`src/rtl/ccr_pkg.sv`:
```
package ccr_pkg;
  typedef enum logic [1:0] {
    REG_NONE = 2'd0,
    REG_PTR  = 2'd1,
    REG_ROW  = 2'd2
  } region_e;

  function automatic region_e decode_region(input logic sel, input logic hi, input logic lo);
    if (!sel || hi) return REG_NONE;
    return lo ? REG_ROW : REG_PTR;
  endfunction
endpackage

```
`src/rtl/ccr_host_if.sv`:
```
module ccr_host_if import ccr_pkg::*; #(
  parameter int ROW_W  = 3,
  parameter int DW     = 8,
  localparam int AW    = ROW_W + 2
) (
  input  logic             clk,
  input  logic             rst_n,
  input  logic             sel,
  input  logic [AW-1:0]    addr,
  input  logic [DW-1:0]    din,
  input  logic             cs_n,
  input  logic             wr_n,
  input  logic             rd_n,
  output logic             ptr_we,
  output logic             row_we,
  output logic [ROW_W-1:0] wr_row,
  output logic [DW-1:0]    wr_data,
  output logic             rd_take,
  output region_e          rd_region,
  output logic [ROW_W-1:0] rd_row
);
  localparam logic [ROW_W-1:0] ROW_NONE = '1;

  logic             q_wr_n, q_rd_n, q_cs_n, q_sel;
  logic [AW-1:0]    q_addr;
  logic [DW-1:0]    q_data;
  logic             commit;
  region_e          wr_region;

  always_ff @(posedge clk) begin
    if (!rst_n) begin
      q_wr_n <= 1'b1;
      q_rd_n <= 1'b1;
      q_cs_n <= 1'b1;
      q_sel  <= 1'b0;
      q_addr <= '0;
      q_data <= '0;
    end else begin
      q_wr_n <= wr_n;
      q_rd_n <= rd_n;
      q_cs_n <= cs_n;
      q_sel  <= sel;
      q_addr <= addr;
      q_data <= din;
    end
  end

  assign commit    = rst_n && wr_n && !q_wr_n && !q_cs_n && q_rd_n;
  assign wr_region = decode_region(q_sel, q_addr[AW-1], q_addr[AW-2]);
  assign wr_row    = q_addr[ROW_W-1:0];
  assign wr_data   = q_data;
  assign ptr_we    = commit && (wr_region == REG_PTR);
  assign row_we    = commit && (wr_region == REG_ROW) && (wr_row != ROW_NONE);

  assign rd_take   = rst_n && !cs_n && !rd_n && wr_n;
  assign rd_region = decode_region(sel, addr[AW-1], addr[AW-2]);
  assign rd_row    = addr[ROW_W-1:0];

  AST_ONE_WRITE_TARGET: assert property (@(posedge clk) disable iff (!rst_n)
    $onehot0({ptr_we, row_we}));
  AST_WRITE_NEEDS_STROBE_EDGE: assert property (@(posedge clk) disable iff (!rst_n)
    (ptr_we || row_we) |-> (wr_n && $past(!wr_n)));
  AST_NO_WRITE_OUTSIDE: assert property (@(posedge clk) disable iff (!rst_n)
    (ptr_we || row_we) |-> $past(sel && !addr[AW-1]));
endmodule

```
`src/rtl/ccr_slot_ptr.sv`:
```
module ccr_slot_ptr #(
  parameter int SLOT_W = 4,
  parameter int DW     = 8
) (
  input  logic              clk,
  input  logic              rst_n,
  input  logic              we,
  input  logic [DW-1:0]     wdata,
  output logic [SLOT_W-1:0] slot
);
  always_ff @(posedge clk) begin
    if (!rst_n)  slot <= '0;
    else if (we) slot <= wdata[SLOT_W-1:0];
  end

  AST_PTR_CLEARS: assert property (@(posedge clk)
    !rst_n |=> (slot == '0));
  AST_PTR_HOLDS: assert property (@(posedge clk) disable iff (!rst_n)
    (rst_n && !we) |=> $stable(slot));
endmodule

```
`src/rtl/ccr_glyph_mem.sv`:
```
module ccr_glyph_mem #(
  parameter int SLOT_W = 4,
  parameter int ROW_W  = 3,
  parameter int COLS   = 5,
  localparam int DEPTH = (1 << (SLOT_W + ROW_W))
) (
  input  logic              clk,
  input  logic              rst_n,
  input  logic              we,
  input  logic [SLOT_W-1:0] w_slot,
  input  logic [ROW_W-1:0]  w_row,
  input  logic [COLS-1:0]   w_dots,
  input  logic [SLOT_W-1:0] a_slot,
  input  logic [ROW_W-1:0]  a_row,
  output logic [COLS-1:0]   a_dots,
  input  logic [SLOT_W-1:0] b_slot,
  input  logic [ROW_W-1:0]  b_row,
  output logic [COLS-1:0]   b_dots
);
  localparam logic [ROW_W-1:0] ROW_NONE = '1;

  logic [COLS-1:0] store [DEPTH];

  initial begin
    for (int i = 0; i < DEPTH; i++) store[i] = '0;
  end

  always_ff @(posedge clk) begin
    if (we) store[{w_slot, w_row}] <= w_dots;
  end

  assign a_dots = (a_row == ROW_NONE) ? '0 : store[{a_slot, a_row}];
  assign b_dots = (b_row == ROW_NONE) ? '0 : store[{b_slot, b_row}];

  AST_SPARE_ROW_UNWRITTEN: assert property (@(posedge clk) disable iff (!rst_n)
    we |-> (w_row != ROW_NONE));
  AST_SPARE_ROW_READS_ZERO: assert property (@(posedge clk) disable iff (!rst_n)
    (b_row == ROW_NONE) |-> (b_dots == '0));
endmodule

```
`src/rtl/glyph_ram_port.sv`:
```
module glyph_ram_port import ccr_pkg::*; #(
  parameter int SLOTS  = 16,
  parameter int ROWS   = 7,
  parameter int COLS   = 5,
  parameter int DW     = 8,
  localparam int SLOT_W = $clog2(SLOTS),
  localparam int ROW_W  = $clog2(ROWS + 1),
  localparam int AW     = ROW_W + 2
) (
  input  logic              clk,
  input  logic              host_rst_n,
  input  logic              region_sel,
  input  logic [AW-1:0]     addr,
  input  logic [DW-1:0]     din,
  input  logic              cs_n,
  input  logic              wr_n,
  input  logic              rd_n,
  output logic [DW-1:0]     host_rdata,
  input  logic [SLOT_W-1:0] scan_slot,
  input  logic [ROW_W-1:0]  scan_row,
  output logic [COLS-1:0]   scan_dots
);
  logic             ptr_we, row_we, rd_take;
  logic [ROW_W-1:0] wr_row, rd_row;
  logic [DW-1:0]    wr_data;
  region_e          rd_region;
  logic [SLOT_W-1:0] slot;
  logic [COLS-1:0]  host_dots;
  logic [DW-1:0]    rd_next;

  ccr_host_if #(.ROW_W(ROW_W), .DW(DW)) u_if (
    .clk(clk), .rst_n(host_rst_n), .sel(region_sel), .addr(addr), .din(din),
    .cs_n(cs_n), .wr_n(wr_n), .rd_n(rd_n),
    .ptr_we(ptr_we), .row_we(row_we), .wr_row(wr_row), .wr_data(wr_data),
    .rd_take(rd_take), .rd_region(rd_region), .rd_row(rd_row)
  );

  ccr_slot_ptr #(.SLOT_W(SLOT_W), .DW(DW)) u_ptr (
    .clk(clk), .rst_n(host_rst_n), .we(ptr_we), .wdata(wr_data), .slot(slot)
  );

  ccr_glyph_mem #(.SLOT_W(SLOT_W), .ROW_W(ROW_W), .COLS(COLS)) u_mem (
    .clk(clk), .rst_n(host_rst_n),
    .we(row_we), .w_slot(slot), .w_row(wr_row), .w_dots(wr_data[COLS-1:0]),
    .a_slot(slot), .a_row(rd_row), .a_dots(host_dots),
    .b_slot(scan_slot), .b_row(scan_row), .b_dots(scan_dots)
  );

  always_comb begin
    rd_next = '0;
    case (rd_region)
      REG_PTR: rd_next[SLOT_W-1:0] = slot;
      REG_ROW: rd_next[COLS-1:0]   = host_dots;
      default: rd_next = '0;
    endcase
  end

  always_ff @(posedge clk) begin
    if (!host_rst_n)  host_rdata <= '0;
    else if (rd_take) host_rdata <= rd_next;
  end

  AST_RDATA_CLEARS: assert property (@(posedge clk)
    !host_rst_n |=> (host_rdata == '0));
  AST_RDATA_HOLDS: assert property (@(posedge clk) disable iff (!host_rst_n)
    !(!cs_n && !rd_n && wr_n) |=> $stable(host_rdata));
  AST_PTR_READ_UPPER_ZERO: assert property (@(posedge clk) disable iff (!host_rst_n)
    (rd_take && rd_region == REG_PTR) |=> (host_rdata[DW-1:SLOT_W] == '0));
endmodule

```
`config.mk`:
```
export PLATFORM = sky130hd
export DESIGN_NAME = glyph_ram_port
export DESIGN_NICKNAME = d
export VERILOG_FILES = /design/src/rtl/ccr_pkg.sv /design/src/rtl/ccr_host_if.sv /design/src/rtl/ccr_slot_ptr.sv /design/src/rtl/ccr_glyph_mem.sv /design/src/rtl/glyph_ram_port.sv
export SDC_FILE = /design/constraint.sdc
export NUM_CORES = 1
export LEC_CHECK = 0
export ABC_AREA = 0
export BUFFER_PORTS_ARGS = -buffer_cell sky130_fd_sc_hd__buf_2
export CAP_MARGIN = 20
export CORE_AREA = 2 2 283 285
export DETAILED_ROUTE_END_ITERATION = 10
export DIE_AREA = 0 0 285 287
export PLACE_DENSITY_LB_ADDON = 0.25
export SYNTH_ARGS = -nofsm -noshare
export SYNTH_HDL_FRONTEND = slang
export SYNTH_SLANG_ARGS = --single-unit
export TNS_END_PERCENT = 100
```
`constraint.sdc`:
```
create_clock -name clk -period 2.2 [get_ports clk]
set_input_delay 0 -clock clk [delete_from_list [all_inputs] [get_ports clk]]
set_output_delay 0 -clock clk [all_outputs]
set_load 0.1 [all_outputs]
```
==> results.tsv, run 1 <==
stage	metric	value	unit
synthesis	largest family of logic cells by synthesized area	multiplexers	
worst_hold_path	Worst Hold Launch	addr[2]	
global_routing	initial antenna violation count	3	
sta	crit path time final	2940	ps
worst_setup_path	Crit Path Category	reg2out	
sta	final setup vio count	519	
synthesis	post-synthesis compound-gate area fraction	6.33	%
worst_setup_path	WP data arrival	2940	ps
worst_hold_path	hold endpoint	u_if.q_addr[2]$_SDFF_PN0_	
worst_setup_path	Reg-to-Reg End	u_mem.store[29][0]$_DFFE_PP_	
drt	final wirelength	97400	um
floorplanning	Ports	39	
sta	clk_skew	23.0	ps
pwr	Power per Cell Area	709	nW/um^2
clocking	clk_lat worst skew	610	ps
sta	Fmax	0.340	GHz
worst_hold_path	Hold Path Class	in2reg	
clocking	Num CTS Buffers	71	
clocking	Longest Clk Path Bufs	3	
place	dpl ws	-818	ps
drt	WL/cell	28.5	um
worst_setup_path	CP Data Required Time	2200	ps
final_layout	area occupied by multi-input gates	12500	sq um
place	IO buf count	32	
worst_setup_path	CP top delay family	compound AO/OA/AOI/OAI gates	
worst_setup_path	R2R Path Start	u_if.q_addr[4]$_SDFF_PN0_	
worst_setup_path	Setup crit start kind	flop	
worst_setup_path	largest stage delay on the critical path	490	ps
sta	final hold violations	0	
synthesis	top post-synthesis cells by area	edfxtp_1 (61%), mux4_2 (18%), mux2i_1 (4.9%)	
pwr	total power	29100	uW
global_routing	largest net degree at the start of global routing	77	
synthesis	#FFs+latches synth	663	
clocking	clock sinks	663	
clocking	CTS clk-pin slew, worst paths	60	ps
synthesis	sequential-to-total area share from yosys stat	62.9	%
pwr	Leak Pwr	0.0141	uW
floorplanning	core area	78600	sq um
worst_setup_path	endpoint class of the critical path	output port	
sta	Least-Margin Pin Slew	882	ps
final_layout	Layout Nets	2331	
global_routing	Tot GR Track Use	23.8	%
final_layout	storage element area	19700	sq um
final_layout	Syn-to-layout area delta	31.0	%
sta	period utilisation layout	134	%
synthesis	cell area after synthesis	31300	sq um
drt	Vias	20400	
synthesis	simple-gate area share of the yosys netlist	5.29	%
synthesis	Synth area leader	edfxtp_1	
synthesis	Post-synth EDFFs	640	
floorplanning	Die Y	287	um
pwr	VDD IR max	0.482	mV
global_routing	GRT overflow	0	
place	HPWL after DPL	66200	um
floorplanning	Initial Util	39.8	%
clocking	H-tree Lvls	3	
synthesis	share of the synthesized area in the top cell type	61.5	%
worst_setup_path	r2r setup slk	-240	ps
synthesis	syn_area_per_cell	17.2	sq um
drt	vias per cell	5.99	
worst_setup_path	WP buf/inv	1	
synthesis	Synth Area in XOR/XNOR	0	%
run_status	failing checks	setup timing	
synthesis	mux contribution to synthesized area	22.6	%
final_layout	Fillers	6266	
synthesis	top_reg_cell synth	edfxtp_1	
synthesis	count leader, synth	edfxtp_1	
drt	DRT iter0 DRCs	2279	
floorplanning	standard-cell rows	103	
floorplanning	Die X	285	um
run_status	outcome	complete, but fails checks	
worst_setup_path	critical-path maximum fanout	2	
final_layout	share of cells above drive strength 1	43.1	%
place	RD Place Congestion	0.921	
worst_hold_path	Hold Path Cell Cnt	3	
synthesis	Cell variety after synth	59	
job	Max-cap violations	0	
drt	DR DRC count	0	
worst_setup_path	CP max-delay cell	mux4_2	
floorplanning	die area	81800	sq um
clocking	CTS tree	done	
synthesis	Mapped Cells	1822	
worst_setup_path	crit path cell chain	mux4_2 -> a22o_1 -> a221oi_2 -> o22ai_1 -> nor3_1 -> o22ai_2 -> buf_8	
sta	Final WS setup	-744	ps
sta	Slew Limit Fails	0	
sta	RSZ-0062 raised after global routing	yes	
synthesis	synth cell count leaders	edfxtp_1 (640), mux4_2 (246), mux2i_1 (153)	
drt	Pre-antenna DRT Iters	5	
sta	Slew headroom	40.7	%
synthesis	Async S/R FF share, synth	0	%
drt	antenna-violating nets left	0	
worst_setup_path	FF-to-FF path depth	8	
global_routing	first-pass GRT wire length	142000	um
synthesis	Adder-Cell Fraction of Synth Area	0	%
global_routing	vias in the first global route	20800	
synthesis	YS warnings	0	
clocking	root buffer cell	clkbuf_16	
cells by family after synthesis:
kind of cell / Yosys count
flip-flops: 663
other: 1
AO/OA/AOI/OAI: 256
multiplexers: 399
AND/OR/NAND/NOR: 356
buffers and inverters: 147
worst max-delay path by stage:
stage / startpoint / endpoint / depth (start not counted)
floorplan: u_if.q_addr[4]$_SDFF_PN0_ / u_mem.store[37][0]$_DFFE_PP_ / 7
global placement: scan_row[0] / scan_dots[1] / 11
detailed placement: scan_row[0] / scan_dots[1] / 11
CTS: u_mem.store[47][1]$_DFFE_PP_ / scan_dots[1] / 9
global route: u_mem.store[47][1]$_DFFE_PP_ / scan_dots[1] / 9
finish: u_mem.store[127][3]$_DFFE_PP_ / scan_dots[3] / 7
tightest hold or removal path, delay by kind of cell:
family,cells,cell delay (ps)
buffers and inverters,2,480
AND/OR/NAND/NOR,1,180
layout by cell type (no fill, tap or decap), drive strengths merged, types with 10 or more instances in the layout:
cell	count
mux2i	153
and3	10
dlygate4sd3	24
clkinv	26
nor2	140
nand3	49
edfxtp	640
buf	449
nor3	27
a221oi	56
mux4	246
a21oi	21
nand2	64
a22oi	89
a22o	33
clkbuf	91
dfxtp	23
nor2b	15
o22ai	15
conb	83
and2	15
nand2b	10
what timing repair did:
action	CTS	global route
hold buffers	24	0
setup buffers	7	2
setup endpoints to repair	545	570
pin swaps	104	31
resized for setup	473	53
hold endpoints to repair	22	0
gates cloned	5	0
stage by stage:
step	util (%)	cells	TNS, ps	area [sq um]	hold WS (ps)
floorplan	-	1904	-8490	31600	101
global placement	45.8	3246	-36830	36000	203
detailed placement	45.8	3246	-73220	36000	215
CTS	51.8	3413	-45220	40700	50.0
global route	52.1	3413	-91950	41000	97.9
finish	52.1	3414	-40860	41000	107
flip-flops by register name, summed over array words and instances (netlist names):
signal / cells
u_mem.store: 640
host_rdata: 5
u_if.q_addr: 5
u_if.wr_data: 5
u_ptr.slot: 4
u_if.q_cs_n: 1
u_if.q_rd_n: 1
u_if.q_sel: 1
u_if.q_wr_n: 1
area by class of cell:
cell class	count	area share [%]
diodes	1	0.00611
clock buffers	91	4.88
clock inverters	40	0.956
inverters	2	0.0183
multi-input cells	1094	30.5
flip-flops and latches	663	48.1
well taps	1050	3.21
repair buffers	473	12.4
report_power, final:
group          leakage, uW  total, uW  switching (uW)  internal [uW]
sequential         0.00617      14000             109          13900
clock              0.00116      12300            5050           7260
combinational      0.00676       2690            1510           1180
total               0.0141      29100            6670          22400
per-layer routing:
layer / track usage [%] / up-vias / part of all wire, %
li1: - / 8567 / -
met1: 33.1 / 10800 / 41
met2: 38.6 / 906 / 48
met3: 3.56 / 162 / 7.6
met4: 8.25 / 0 / 3.0
met5: 0 / - / 0
Note: power is estimated with default switching activity, not from simulation.
==> run 2: changes to the inputs <==
--- a/config.mk
+++ b/config.mk
@@ -11,6 +11,7 @@
 export CORE_AREA = 2 2 283 285
 export DETAILED_ROUTE_END_ITERATION = 10
 export DIE_AREA = 0 0 285 287
+export MAX_ROUTING_LAYER = met4
 export PLACE_DENSITY_LB_ADDON = 0.25
 export SYNTH_ARGS = -nofsm -noshare
 export SYNTH_HDL_FRONTEND = slang
==> run 2 against run 1 <==
  * The run still ends with setup timing left
  * First-iteration DRC count down 0.44%
  * Register-to-register slack worse by 60 ps
  * Hold slack better by 62 ps
  * Core utilization down 0.059 points
  * Global-route usage up 0.43 points
  * Die area unchanged
  * Via count down 1.0%
  * Clock skew down 5.6 ps
  * Wire length down 1.3%
  * Design area down 0.11%
  * Combinational power about the same
==> results.tsv, run 2 (synthesized netlist as in run 1, its figures left out) <==
stage	metric	value	unit
run_status	outcome	complete, but fails checks	
run_status	failing checks	setup timing	
global_routing	first-pass GRT wire length	141000	um
pwr	total power	28300	uW
worst_setup_path	Setup crit start kind	flop	
clocking	clk_lat worst skew	620	ps
worst_setup_path	most used cell, CP	o22ai_2	
worst_hold_path	hold endpoint	u_if.q_addr[1]$_SDFF_PN0_	
sta	Fmax	0.343	GHz
worst_setup_path	Reg-to-Reg End	u_mem.store[91][2]$_DFFE_PP_	
place	dpl ws	-725	ps
sta	setup TNS	-93820	ps
floorplanning	Initial Util	39.8	%
sta	Least-Margin Pin Slew	762	ps
global_routing	largest net degree at the start of global routing	69	
final_layout	Layout Nets	2336	
global_routing	initial antenna violation count	2	
sta	RSZ-0062 raised after global routing	yes	
global_routing	GRT overflow	0	
worst_setup_path	CP max-delay cell	mux4_2	
sta	Slew headroom	48.7	%
floorplanning	Die Y	287	um
global_routing	vias in the first global route	20900	
drt	DR DRC count	0	
clocking	CTS tree	done	
pwr	Leak Pwr	0.0141	uW
sta	clk_skew	17.4	ps
drt	Pre-antenna DRT Iters	5	
clocking	Num CTS Buffers	71	
sta	crit path time final	2910	ps
worst_setup_path	critical-path maximum fanout	2	
final_layout	Syn-to-layout area delta	30.8	%
clocking	Longest Clk Path Bufs	3	
worst_setup_path	crit path cell chain	mux4_2 -> a22o_4 -> a221oi_4 -> o22ai_2 -> nor3_4 -> o22ai_2 -> buf_12	
worst_setup_path	CP top delay family	compound AO/OA/AOI/OAI gates	
worst_setup_path	WP data arrival	2910	ps
drt	Vias	20200	
sta	final hold slack	169	ps
clocking	CTS clk-pin slew, worst paths	60	ps
drt	WL/cell	28.1	um
worst_hold_path	Hold Path Class	in2reg	
final_layout	max reg flops	640	
floorplanning	Die X	285	um
worst_setup_path	r2r setup slk	-300	ps
sta	period utilisation layout	132	%
sta	Final WS setup	-714	ps
final_layout	most flop-heavy register	u_mem.store	
worst_hold_path	Worst Hold Launch	addr[1]	
drt	DRT iter0 DRCs	2269	
sta	final hold violations	0	
final_layout	share of cells above drive strength 1	43.0	%
global_routing	Tot GR Track Use	24.2	%
floorplanning	Ports	39	
pwr	Power per Cell Area	693	nW/um^2
worst_setup_path	R2R Path Start	u_if.q_addr[4]$_SDFF_PN0_	
sta	final setup vio count	510	
place	RD Place Congestion	0.938	
worst_setup_path	WP buf/inv	1	
clocking	clock sinks	663	
job	Max-cap violations	0	
pwr	VDD IR max	0.404	mV
drt	antenna-violating nets left	0	
worst_hold_path	Hold Path Cell Cnt	4	
place	HPWL after DPL	65900	um
clocking	H-tree Lvls	3	
drt	vias per cell	5.92	
worst_setup_path	CP Data Required Time	2200	ps
worst_setup_path	largest stage delay on the critical path	500	ps
final_layout	commonest non-fill, non-tap cell in the layout	edfxtp_1	
floorplanning	standard-cell rows	103	
place	number of placed cells counting well taps	3250	
floorplanning	die area	81800	sq um
sta	Slew Limit Fails	0	
worst_setup_path	Crit Path Category	reg2out	
final_layout	most frequent cells in the layout	edfxtp_1 (640), mux4_2 (246), buf_4 (219)	
place	IO buf count	32	
drt	final wirelength	96100	um
worst_setup_path	Critical Path Source	u_mem.store[41][4]$_DFFE_PP_	
final_layout	Cell Count, Final, Fillers Out	3417	
floorplanning	core area	78600	sq um
worst_setup_path	endpoint class of the critical path	output port	
worst_setup_path	FF-to-FF path depth	9	
clocking	root buffer cell	clkbuf_16	
==> run 2: changes by cell type in the layout (fill, tap and decap cells not counted), sizes merged <==
| cell | change |
|---|---|
| buf | +4 |
| bufinv | -5 |
| clkbuf | +8 |
| clkinv | -5 |
| clkinvlp | -1 |
| diode | +1 |
| inv | +1 |
==> run 2: worst reg2reg max path, delay by kind of cell (launching register included) <==
kind | cells | cell delay [ps]
AND/OR/NAND/NOR | 5 | 1310
buffers and inverters | 4 | 610
flip-flops | 1 | 310
==> run 2: timing repair <==
action | CTS | global route
pin swaps | 96 | 31
setup endpoints to repair | 499 | 570
hold buffers | 24 | 0
resized for setup | 435 | 88
buffers inserted | 12 | 9
cloned | 4 | 1
endpoints found under the hold margin | 23 | 0
==> run 2: how the worst max path moves through the flow <==
stage | end | slack, ps | cells after the start
finish | scan_dots[4] | -710 | 7
global route | scan_dots[1] | -750 | 8
CTS | scan_dots[1] | -730 | 8
detailed placement | scan_dots[4] | -730 | 10
global placement | scan_dots[2] | -760 | 10
floorplan | u_mem.store[37][0]$_DFFE_PP_ | -110 | 7
==> run 2: routing by layer <==
layer	track usage, %	routed length (um)	vias to the layer above
met5	-	0	-
li1	-	-	8556
met2	38.7	46400	933
met1	31.9	39200	10600
met3	4.04	7300	165
met4	7.80	3220	0
==> run 2: per-stage QoR <==
| step | util, % | area [sq um] |
|---|---|---|
| after detailed placement | 45.9 | 36100 |
| after CTS | 51.6 | 40600 |
| final | 52.0 | 40900 |
| after global routing | 52.0 | 40900 |
| after global placement | 45.9 | 36100 |
| after floorplan | - | 31600 |
==> run 2: power breakdown <==
| part | internal (uW) | switching [uW] | leakage, uW | total (uW) |
|---|---|---|---|---|
| logic | 1200 | 1500 | 0.00682 | 2700 |
| registers | 13900 | 114 | 0.00617 | 14100 |
| clock network | 6650 | 4940 | 0.00109 | 11600 |
| total | 21800 | 6560 | 0.0141 | 28300 |
==> run 2: area by class of cell <==
cell class / count / area, sq um
Antenna cell: 2 / 5.00
Fill cell: 6272 / 37700
Timing Repair Buffer: 478 / 5150
Tap cell: 1050 / 1310
Clock inverter: 30 / 214
Inverter: 2 / 7.51
Multi-Input combinational cell: 1094 / 12500
Clock buffer: 98 / 2010
Sequential cell: 663 / 19700
